**src/rtl/pla_pkg.sv**
```systemverilog
package pla_pkg;

  typedef enum logic [1:0] {
    REG_AND  = 2'd0,
    REG_OR   = 2'd1,
    REG_POL  = 2'd2,
    REG_NONE = 2'd3
  } cfg_region_e;

  function automatic int max3(input int a, input int b, input int c);
    int m;
    m = (a > b) ? a : b;
    return (m > c) ? m : c;
  endfunction

  function automatic cfg_region_e decode_region(input int addr, input int npt, input int nout);
    if (addr < npt)             return REG_AND;
    else if (addr < npt + nout) return REG_OR;
    else if (addr == npt + nout) return REG_POL;
    else                         return REG_NONE;
  endfunction

endpackage

```
**src/rtl/pla_cfg_store.sv**
```systemverilog
module pla_cfg_store
  import pla_pkg::*;
#(
  parameter int N_IN   = 16,
  parameter int N_PT   = 48,
  parameter int N_OUT  = 8,
  parameter int ADDR_W = 6,
  parameter int DATA_W = 48
) (
  input  logic                              clk,
  input  logic                              rst_n,
  input  logic                              we,
  input  logic [ADDR_W-1:0]                 addr,
  input  logic [DATA_W-1:0]                 wdata,
  output logic [N_PT-1:0][2*N_IN-1:0]       and_links,
  output logic [N_OUT-1:0][N_PT-1:0]        or_links,
  output logic [N_OUT-1:0]                  pol
);

  localparam int LIT_W    = 2 * N_IN;
  localparam int POL_ADDR = N_PT + N_OUT;

  cfg_region_e region;
  assign region = decode_region(int'(addr), N_PT, N_OUT);

  logic [N_PT-1:0][LIT_W-1:0] and_q;
  logic [N_OUT-1:0][N_PT-1:0] or_q;
  logic [N_OUT-1:0]           pol_q;

  for (genvar p = 0; p < N_PT; p++) begin : g_and_row
    always_ff @(posedge clk or negedge rst_n) begin
      if (!rst_n)
        and_q[p] <= '0;
      else if (we && region == REG_AND && addr == ADDR_W'(p))
        and_q[p] <= wdata[LIT_W-1:0];
    end
  end

  for (genvar k = 0; k < N_OUT; k++) begin : g_or_col
    always_ff @(posedge clk or negedge rst_n) begin
      if (!rst_n)
        or_q[k] <= '0;
      else if (we && region == REG_OR && addr == ADDR_W'(N_PT + k))
        or_q[k] <= wdata[N_PT-1:0];
    end
  end

  always_ff @(posedge clk or negedge rst_n) begin
    if (!rst_n)
      pol_q <= '0;
    else if (we && region == REG_POL)
      pol_q <= wdata[N_OUT-1:0];
  end

  assign and_links = and_q;
  assign or_links  = or_q;
  assign pol       = pol_q;

  AST_RESET_CLEARS: assert property (@(posedge clk) disable iff (!rst_n)
    $rose(rst_n) |-> (and_q == '0 && or_q == '0 && pol_q == '0));

  AST_POL_WRITE: assert property (@(posedge clk) disable iff (!rst_n)
    (we && int'(addr) == POL_ADDR) |=> (pol_q == $past(wdata[N_OUT-1:0])));

  AST_UNMAPPED_STABLE: assert property (@(posedge clk) disable iff (!rst_n)
    (we && int'(addr) > POL_ADDR) |=> ($stable(and_q) && $stable(or_q) && $stable(pol_q)));

endmodule

```
**src/rtl/pla_and_plane.sv**
```systemverilog
module pla_and_plane #(
  parameter int N_IN = 16,
  parameter int N_PT = 48
) (
  input  logic                        clk,
  input  logic                        rst_n,
  input  logic [N_IN-1:0]             in_vec,
  input  logic [N_PT-1:0][2*N_IN-1:0] and_links,
  output logic [N_PT-1:0]             terms
);

  localparam int LIT_W = 2 * N_IN;

  logic [LIT_W-1:0] literals;

  always_comb begin
    for (int i = 0; i < N_IN; i++) begin
      literals[2*i]   = in_vec[i];
      literals[2*i+1] = ~in_vec[i];
    end
  end

  for (genvar p = 0; p < N_PT; p++) begin : g_term
    // broken link forces that AND input high
    assign terms[p] = &(literals | ~and_links[p]);

    logic clash;
    always_comb begin
      clash = 1'b0;
      for (int i = 0; i < N_IN; i++)
        clash = clash | (and_links[p][2*i] & and_links[p][2*i+1]);
    end

    AST_CONFLICT_ZERO: assert property (@(posedge clk) disable iff (!rst_n)
      clash |-> !terms[p]);

    AST_EMPTY_ROW_ONE: assert property (@(posedge clk) disable iff (!rst_n)
      (and_links[p] == '0) |-> terms[p]);
  end

endmodule

```
**src/rtl/pla_or_plane.sv**
```systemverilog
module pla_or_plane #(
  parameter int N_PT  = 48,
  parameter int N_OUT = 8
) (
  input  logic                        clk,
  input  logic                        rst_n,
  input  logic [N_PT-1:0]             terms,
  input  logic [N_OUT-1:0][N_PT-1:0]  or_links,
  input  logic [N_OUT-1:0]            pol,
  output logic [N_OUT-1:0]            out_vec
);

  for (genvar k = 0; k < N_OUT; k++) begin : g_out
    logic sum;
    // broken link forces that OR input low
    assign sum        = |(terms & or_links[k]);
    assign out_vec[k] = sum ^ pol[k];

    AST_UNLINKED_FOLLOWS_POL: assert property (@(posedge clk) disable iff (!rst_n)
      (or_links[k] == '0) |-> (out_vec[k] == pol[k]));
  end

endmodule

```
**src/rtl/pla_array.sv**
```systemverilog
module pla_array
  import pla_pkg::*;
#(
  parameter int N_IN   = 16,
  parameter int N_PT   = 48,
  parameter int N_OUT  = 8,
  parameter int ADDR_W = $clog2(N_PT + N_OUT + 1),
  parameter int DATA_W = max3(2 * N_IN, N_PT, N_OUT)
) (
  input  logic              clk,
  input  logic              rst_n,
  input  logic              cfg_we,
  input  logic [ADDR_W-1:0] cfg_addr,
  input  logic [DATA_W-1:0] cfg_wdata,
  input  logic [N_IN-1:0]   in_vec,
  output logic [N_OUT-1:0]  out_vec
);

  localparam int LIT_W = 2 * N_IN;

  logic [N_PT-1:0][LIT_W-1:0] and_links;
  logic [N_OUT-1:0][N_PT-1:0] or_links;
  logic [N_OUT-1:0]           pol;
  logic [N_PT-1:0]            terms;

  pla_cfg_store #(
    .N_IN(N_IN), .N_PT(N_PT), .N_OUT(N_OUT), .ADDR_W(ADDR_W), .DATA_W(DATA_W)
  ) u_cfg (
    .clk       (clk),
    .rst_n     (rst_n),
    .we        (cfg_we),
    .addr      (cfg_addr),
    .wdata     (cfg_wdata),
    .and_links (and_links),
    .or_links  (or_links),
    .pol       (pol)
  );

  pla_and_plane #(.N_IN(N_IN), .N_PT(N_PT)) u_and (
    .clk       (clk),
    .rst_n     (rst_n),
    .in_vec    (in_vec),
    .and_links (and_links),
    .terms     (terms)
  );

  pla_or_plane #(.N_PT(N_PT), .N_OUT(N_OUT)) u_or (
    .clk      (clk),
    .rst_n    (rst_n),
    .terms    (terms),
    .or_links (or_links),
    .pol      (pol),
    .out_vec  (out_vec)
  );

endmodule

```
**config.mk**
```make
export PLATFORM = sky130hd
export DESIGN_NAME = pla_array
export DESIGN_NICKNAME = d
export VERILOG_FILES = /design/src/rtl/pla_pkg.sv /design/src/rtl/pla_cfg_store.sv /design/src/rtl/pla_and_plane.sv /design/src/rtl/pla_or_plane.sv /design/src/rtl/pla_array.sv
export SDC_FILE = /design/constraint.sdc
export NUM_CORES = 2
export LEC_CHECK = 0
export BUFFER_PORTS_ARGS = -buffer_cell sky130_fd_sc_hd__buf_4
export CORE_MARGIN = 2
export CORE_UTILIZATION = 57
export DETAILED_ROUTE_END_ITERATION = 8
export PLACE_DENSITY = 0.87
export SYNTH_ARGS = -nofsm -noshare
export SYNTH_HDL_FRONTEND = slang
export SYNTH_HIERARCHICAL = 1
export SYNTH_SLANG_ARGS = --single-unit
export TNS_END_PERCENT = 30
```
**constraint.sdc**
```tcl
create_clock -name clk -period 2.2 [get_ports clk]
set_clock_uncertainty 0.05 [all_clocks]
set_input_delay 0.22 -clock clk [delete_from_list [all_inputs] [get_ports clk]]
set_output_delay 0.22 -clock clk [all_outputs]
set_load 0.005 [all_outputs]
```
* After elaboration in Yosys (flattened, before gate mapping)
Cells that the tools add are included.
** Word-level totals
- Flip-flop bits (word level) :: 1928
- Output and inout bits :: 8
- Input bits :: 73
** Cells by class
- Bitwise gates (word level) :: 128
- Reduce and logical (&&, ||, !) cells :: 117
- Mux-type cells :: 3
- $lt $le $gt $ge :: 2
- Eq/ne operators :: 58
** Operators by type and width (number)
- 32-bit NOT :: 48
- 32-bit bitwise OR :: 48
- 32-bit AND reduction :: 48
- 48-bit bitwise AND :: 8
- 48-bit OR reduction :: 8
- 6-bit == test (second input constant) :: 24
- 6-bit by 5-bit == test with 1-bit output (second input constant) :: 16
- 1-bit logical AND :: 59
- 6-bit by 4-bit == test with 1-bit output (second input constant) :: 9
- 6-bit by 3-bit == test with 1-bit output (second input constant) :: 4
- 1-bit NOT :: 16
- 6-bit by 2-bit == test with 1-bit output (second input constant) :: 2
- 6-bit < comparator (second input constant) :: 2
- 1-bit bitwise XOR :: 8
- 6-bit by 1-bit == test with 1-bit output (second input constant) :: 1
- 6-bit zero test :: 1
- 2-bit 2-to-1 mux :: 2
- 2-bit by 1-bit == test with 1-bit output (second input constant) :: 1
- 2-bit == test (second input constant) :: 1
- 2-bit zero test :: 1
- 1-bit 2-to-1 mux :: 1

* Longest topological paths before layout
- Depth in word-level cells :: 7
- Gate-level depth with buffers :: 12

* By module
The synthesis kept the hierarchy.
** By module, submodules not included
- pla_cfg_store :: times used 1, cells each 4320, area an instance 72039.1 um2
- pla_and_plane :: times used 1, cells each 1104, area an instance 9980.8 um2
- pla_or_plane :: times used 1, cells each 282, area an instance 2278.4 um2

* Worst setup path after synthesis
No wires, ideal clock.
- Path type :: input -> output
- Start :: input in_vec[3]
- End :: output out_vec[6]
- Cell stages on the path :: 12
- Arrival time :: 2.068 ns
- Slack :: -0.138 ns
- Required time :: 1.930 ns
- Path through :: clkbuf_1 > buf_4 > buf_2 > mux2i_1 > nand4_1 > nor4_2 > buf_2 > a22o_1 > a221oi_2 > nand3_1 > nor4_2 > xnor2_1
** On the way
- Word-level cells in the longest chain between the ends :: 6
- Elaborated cells on any way between the ends :: 100
** Ends and longest elaborated chain
- from (decl) :: line pla_array.sv:15 : input logic [N_IN-1:0] in_vec,
- 1-bit NOT :: line pla_and_plane.sv:19 : literals[2*i+1] = ~in_vec[i];
- 32-bit bitwise OR (*) :: line pla_and_plane.sv:25 : assign terms[p] = &(literals | ~and_links[p]);
- 32-bit AND reduction (*) :: line pla_and_plane.sv:25
- via terms[31] :: line pla_array.sv:24 : logic [N_PT-1:0] terms;
- 48-bit bitwise AND (*) :: line pla_or_plane.sv:16 : assign sum = |(terms & or_links[k]);
- 48-bit OR reduction (*) :: line pla_or_plane.sv:16
- 1-bit bitwise XOR (*) :: line pla_or_plane.sv:17 : assign out_vec[k] = sum ^ pol[k];
- to (decl) :: line pla_array.sv:16 : output logic [N_OUT-1:0] out_vec
Mark *: on every way through the listed nets, which the timed path passes. The rest lies on a longest branch.

* Final worst setup path
- Start :: register u_cfg.and_q (netlist bit u_cfg/and_links[68])
- End :: output out_vec[7]
** On the way
- Word-level cells in the longest chain between the ends :: 6
** Ends and longest elaborated chain
- from (decl) :: line pla_cfg_store.sv:26 : logic [N_PT-1:0][LIT_W-1:0] and_q;
- from (signal, indexed assignment) :: line pla_cfg_store.sv:35 : and_q[p] <= wdata[LIT_W-1:0];
- 32-bit NOT :: line pla_and_plane.sv:25
- 32-bit bitwise OR :: line pla_and_plane.sv:25
- 32-bit AND reduction :: line pla_and_plane.sv:25
- via terms[2] :: line pla_array.sv:24
- 48-bit bitwise AND :: line pla_or_plane.sv:16
- 48-bit OR reduction :: line pla_or_plane.sv:16
- 1-bit bitwise XOR :: line pla_or_plane.sv:17
The timed path passes the listed nets, and every way through them passes these cells.

==> impl_metrics.json <==
{
  "status": "finished, violations left",
  "violations": "setup timing",
  "drive_above_1_share": 0.464,
  "crit_top_cell": "buf_6",
  "synth_top_area_cell": "dfrtp_1",
  "busiest_layer": "met2",
  "grtUsageMet1": 0.446,
  "max_cap_violations": 0,
  "clock_sinks": 1928,
  "synth_cell_type_count": 31,
  "worstSetupEndpointType": "output port",
  "vias_per_cell": 6.76,
  "fp-row-count": 141,
  "yosys.area_share.simple": 0.0277,
  "syn_area_mm2": 0.0843,
  "synth_top_family_by_area": "multiplexers",
  "synth_seq_area_share": 0.572,
  "coreArea_mm2": 0.147,
  "synth.top_cell.area_share": 0.572,
  "synth.net_count": 5779,
  "die_area_mm2": 0.151,
  "grt_max_degree": 111,
  "placed_cell_area_mm2": 0.0911,
  "grt_pass1_vias": 58206,
  "nFillCells": 9117,
  "ant_nets": 0,
  "critPathMaxStageDelay_ns": 0.65,
  "die_x_um": 389,
  "routed_wl_um": 258000,
  "avgSynthCellArea_um2": 14.8,
  "ys_top_cells_by_count": "dfrtp_1 (1,928), mux2_2 (1,832), mux2i_1 (768)",
  "stdcell_area_mm2": 0.0983,
  "yosysMostFrequentCell": "dfrtp_1",
  "synthXorXnorAreaFrac": 0.000831,
  "synthToLayoutAreaGrowth_pct": 16.7,
  "synthTopCellsByArea": "dfrtp_1 (57%), mux2_2 (24%), mux2i_1 (9.1%)",
  "crit_buf_inv": 3,
  "fin_ws_ns": -1.67,
  "ios": 81,
  "timing.hold.ws_ns": 0.0403,
  "remaining_drc_errors": 0,
  "yosys_warnings": 6,
  "drv_slew": 0,
  "slew_headroom": 0.193,
  "min_period_ns": 3.87,
  "synth.area.mux_share": 0.349,
  "io_buffers": 80,
  "track_usage": 0.343,
  "required_ns": 1.93,
  "synthAdderAreaFrac": 0,
  "die_height_um": 389,
  "cts_tree": "done",
  "start_util": 0.572,
  "p_per_area_mw_per_mm2": 945,
  "gp_congestion": 0.973,
  "tightest_slew_ns": 1.21,
  "setup_tns_ns": -12.85,
  "ys_ff_latch": 1928,
  "hold_class": "primary input to register",
  "ir_worst_vdd_mv": 0.971,
  "leakage_uw": 0.0486,
  "synthCells": 5706,
  "r2r_slack_ns": 1.22,
  "fin_nets": 6059,
  "cpLargestDelayFamily": "simple AND/OR/NAND/NOR gates",
  "dr.pass1.iters": 5,
  "finalSetupViolCount": 8,
  "clock_latency_ns": 0.84,
  "cts_buffer_depth": 3,
  "drt_first_iter_violations": 5897,
  "period_share": 1.76,
  "overflow": 0,
  "critPathKind": "register to output port",
  "yosys_most_used_dff": "dfrtp_1",
  "grt_util_met3": 0.0971,
  "hold_start": "cfg_wdata[22]",
  "slowest_stage": "nor4_4",
  "via_count": 54564,
  "rsz0062_at_grt": "yes",
  "cp-startpoint": "u_cfg/and_links[68]",
  "fmax_ghz": 0.258,
  "crit_fanout": 5,
  "clockRootBuffer": "clkbuf_16",
  "hpwl_um": 157000,
  "antenna_found_initial": 16,
  "synth-async-reset-ratio": 1.00,
  "rr_startpoint": "u_cfg/and_links[167]",
  "hold_viol_final": 0,
  "crit_chain": "mux2i_1, nand4_1, nor4_4, buf_6, a22o_1, a221oi_2, nand4_1, nor3_4, xnor2_4, buf_6, buf_6",
  "worstSetupStartpointType": "register",
  "wire_per_inst_um": 32.0,
  "clk_pin_slew_worst_paths_ns": 0.07,
  "ctsHtreeMaxLevel": 4,
  "finish.utilization": 0.668,
  "cts_made_buffers": 185,
  "synth_edf_count": 0,
  "met2_usage": 0.519,
  "synth_compound_area_frac": 0.0203,
  "grt_pass1_wl_um": 384000,
  "arrival_ns": 3.60
}
[metal layers]
metal	share of wire	vias up
li1	-	21487
met1	0.38	28727
met2	0.45	3276
met3	0.11	1062
met4	0.065	12
met5	0.00028	-
[placed cells by master, fill, tap and decap left out, types with 3 or more instances in the layout]
cell type         n
a221oi_1         68
a221oi_2         19
a221oi_4          3
a22o_1           86
a22o_2            3
a22oi_1          12
and4bb_2          6
buf_12          179
buf_4           402
buf_6             8
bufinv_16        26
clkbuf_1         33
clkbuf_16       190
clkbuf_8         41
clkinv_2         30
clkinv_4          4
clkinv_8          3
clkinvlp_4        5
dfrtp_1        1928
diode_2           7
dlygate4sd3_1    29
inv_6             6
mux2_1           96
mux2_2         1832
mux2i_1         767
nand2_1          34
nand2_2           7
nand4_1         217
nand4b_1          4
nor2_2           15
nor3_4            4
nor4_2           37
nor4_4           14
nor4b_2           4
xnor2_1           6
[sequential cells by signal (all words and copies together) (netlist names)]
| signal | count |
|---|---|
| u_cfg/and_links | 1536 |
| u_cfg/pol | 8 |
| u_cfg/or_links | 384 |
[worst register-to-register path, stage by stage, from the launching register on]
cell	delay, ns
dfrtp_1	0.38
buf_4	0.14
mux2_2	0.28
[power by group]
part / switching [µW] / internal (µW)
sequential: 2750 / 40200
clock: 14000 / 20300
combinational: 8430 / 7330
total: 25200 / 67800
[final cells by class]
class,instances,area (µm²),area share
multi-input cells,3250,34100,0.346
clock buffers,264,5440,0.0553
well taps,1930,2410,0.0246
repair buffers,621,7040,0.0716
flip-flops and latches,1928,48200,0.491
diodes,7,17.5,0.000178
clock inverters,74,1100,0.0112
[per-stage QoR]
stage               setup WS (ns)  cells  power, µW
floorplan                -0.00211   5706      50700
global placement            -1.79   7688      56900
detailed placement          -1.79   7688      57900
CTS                         -1.62   8066      92500
global route                -1.72   8067      95500
finish                      -1.67   8074      92900
[worst paths after layout]
path,cells after the start,endpoint
max,11,out_vec[7]
min,2,u_cfg/and_links[1174]
max reg2reg,2,u_cfg/and_links[167]
min reg2reg,1,u_cfg/and_links[790]
max in group asynchronous,4,u_cfg/and_links[516]
min in group asynchronous,3,u_cfg/and_links[987]
[repair_timing]
| action | CTS | global route |
|---|---|---|
| endpoints found under the setup margin | 8 | 8 |
| pin swaps | 40 | 18 |
| hold buffers | 30 | 0 |
| hold endpoints to repair | 1725 | 0 |
| setup buffers | 13 | 1 |
| resized for setup | 42 | 7 |
[cells by family (layout without fill, tap and decap cells)]
| family | Yosys count | count (layout) |
|---|---|---|
| other | 0 | 7 |
| AO/OA/AOI/OAI | 192 | 192 |
| flip-flops | 1928 | 1928 |
| multiplexers | 2696 | 2696 |
| buffers and inverters | 528 | 959 |
| XOR/XNOR | 8 | 8 |
| AND/OR/NAND/NOR | 354 | 354 |
Power figures use the tool's default switching activity.
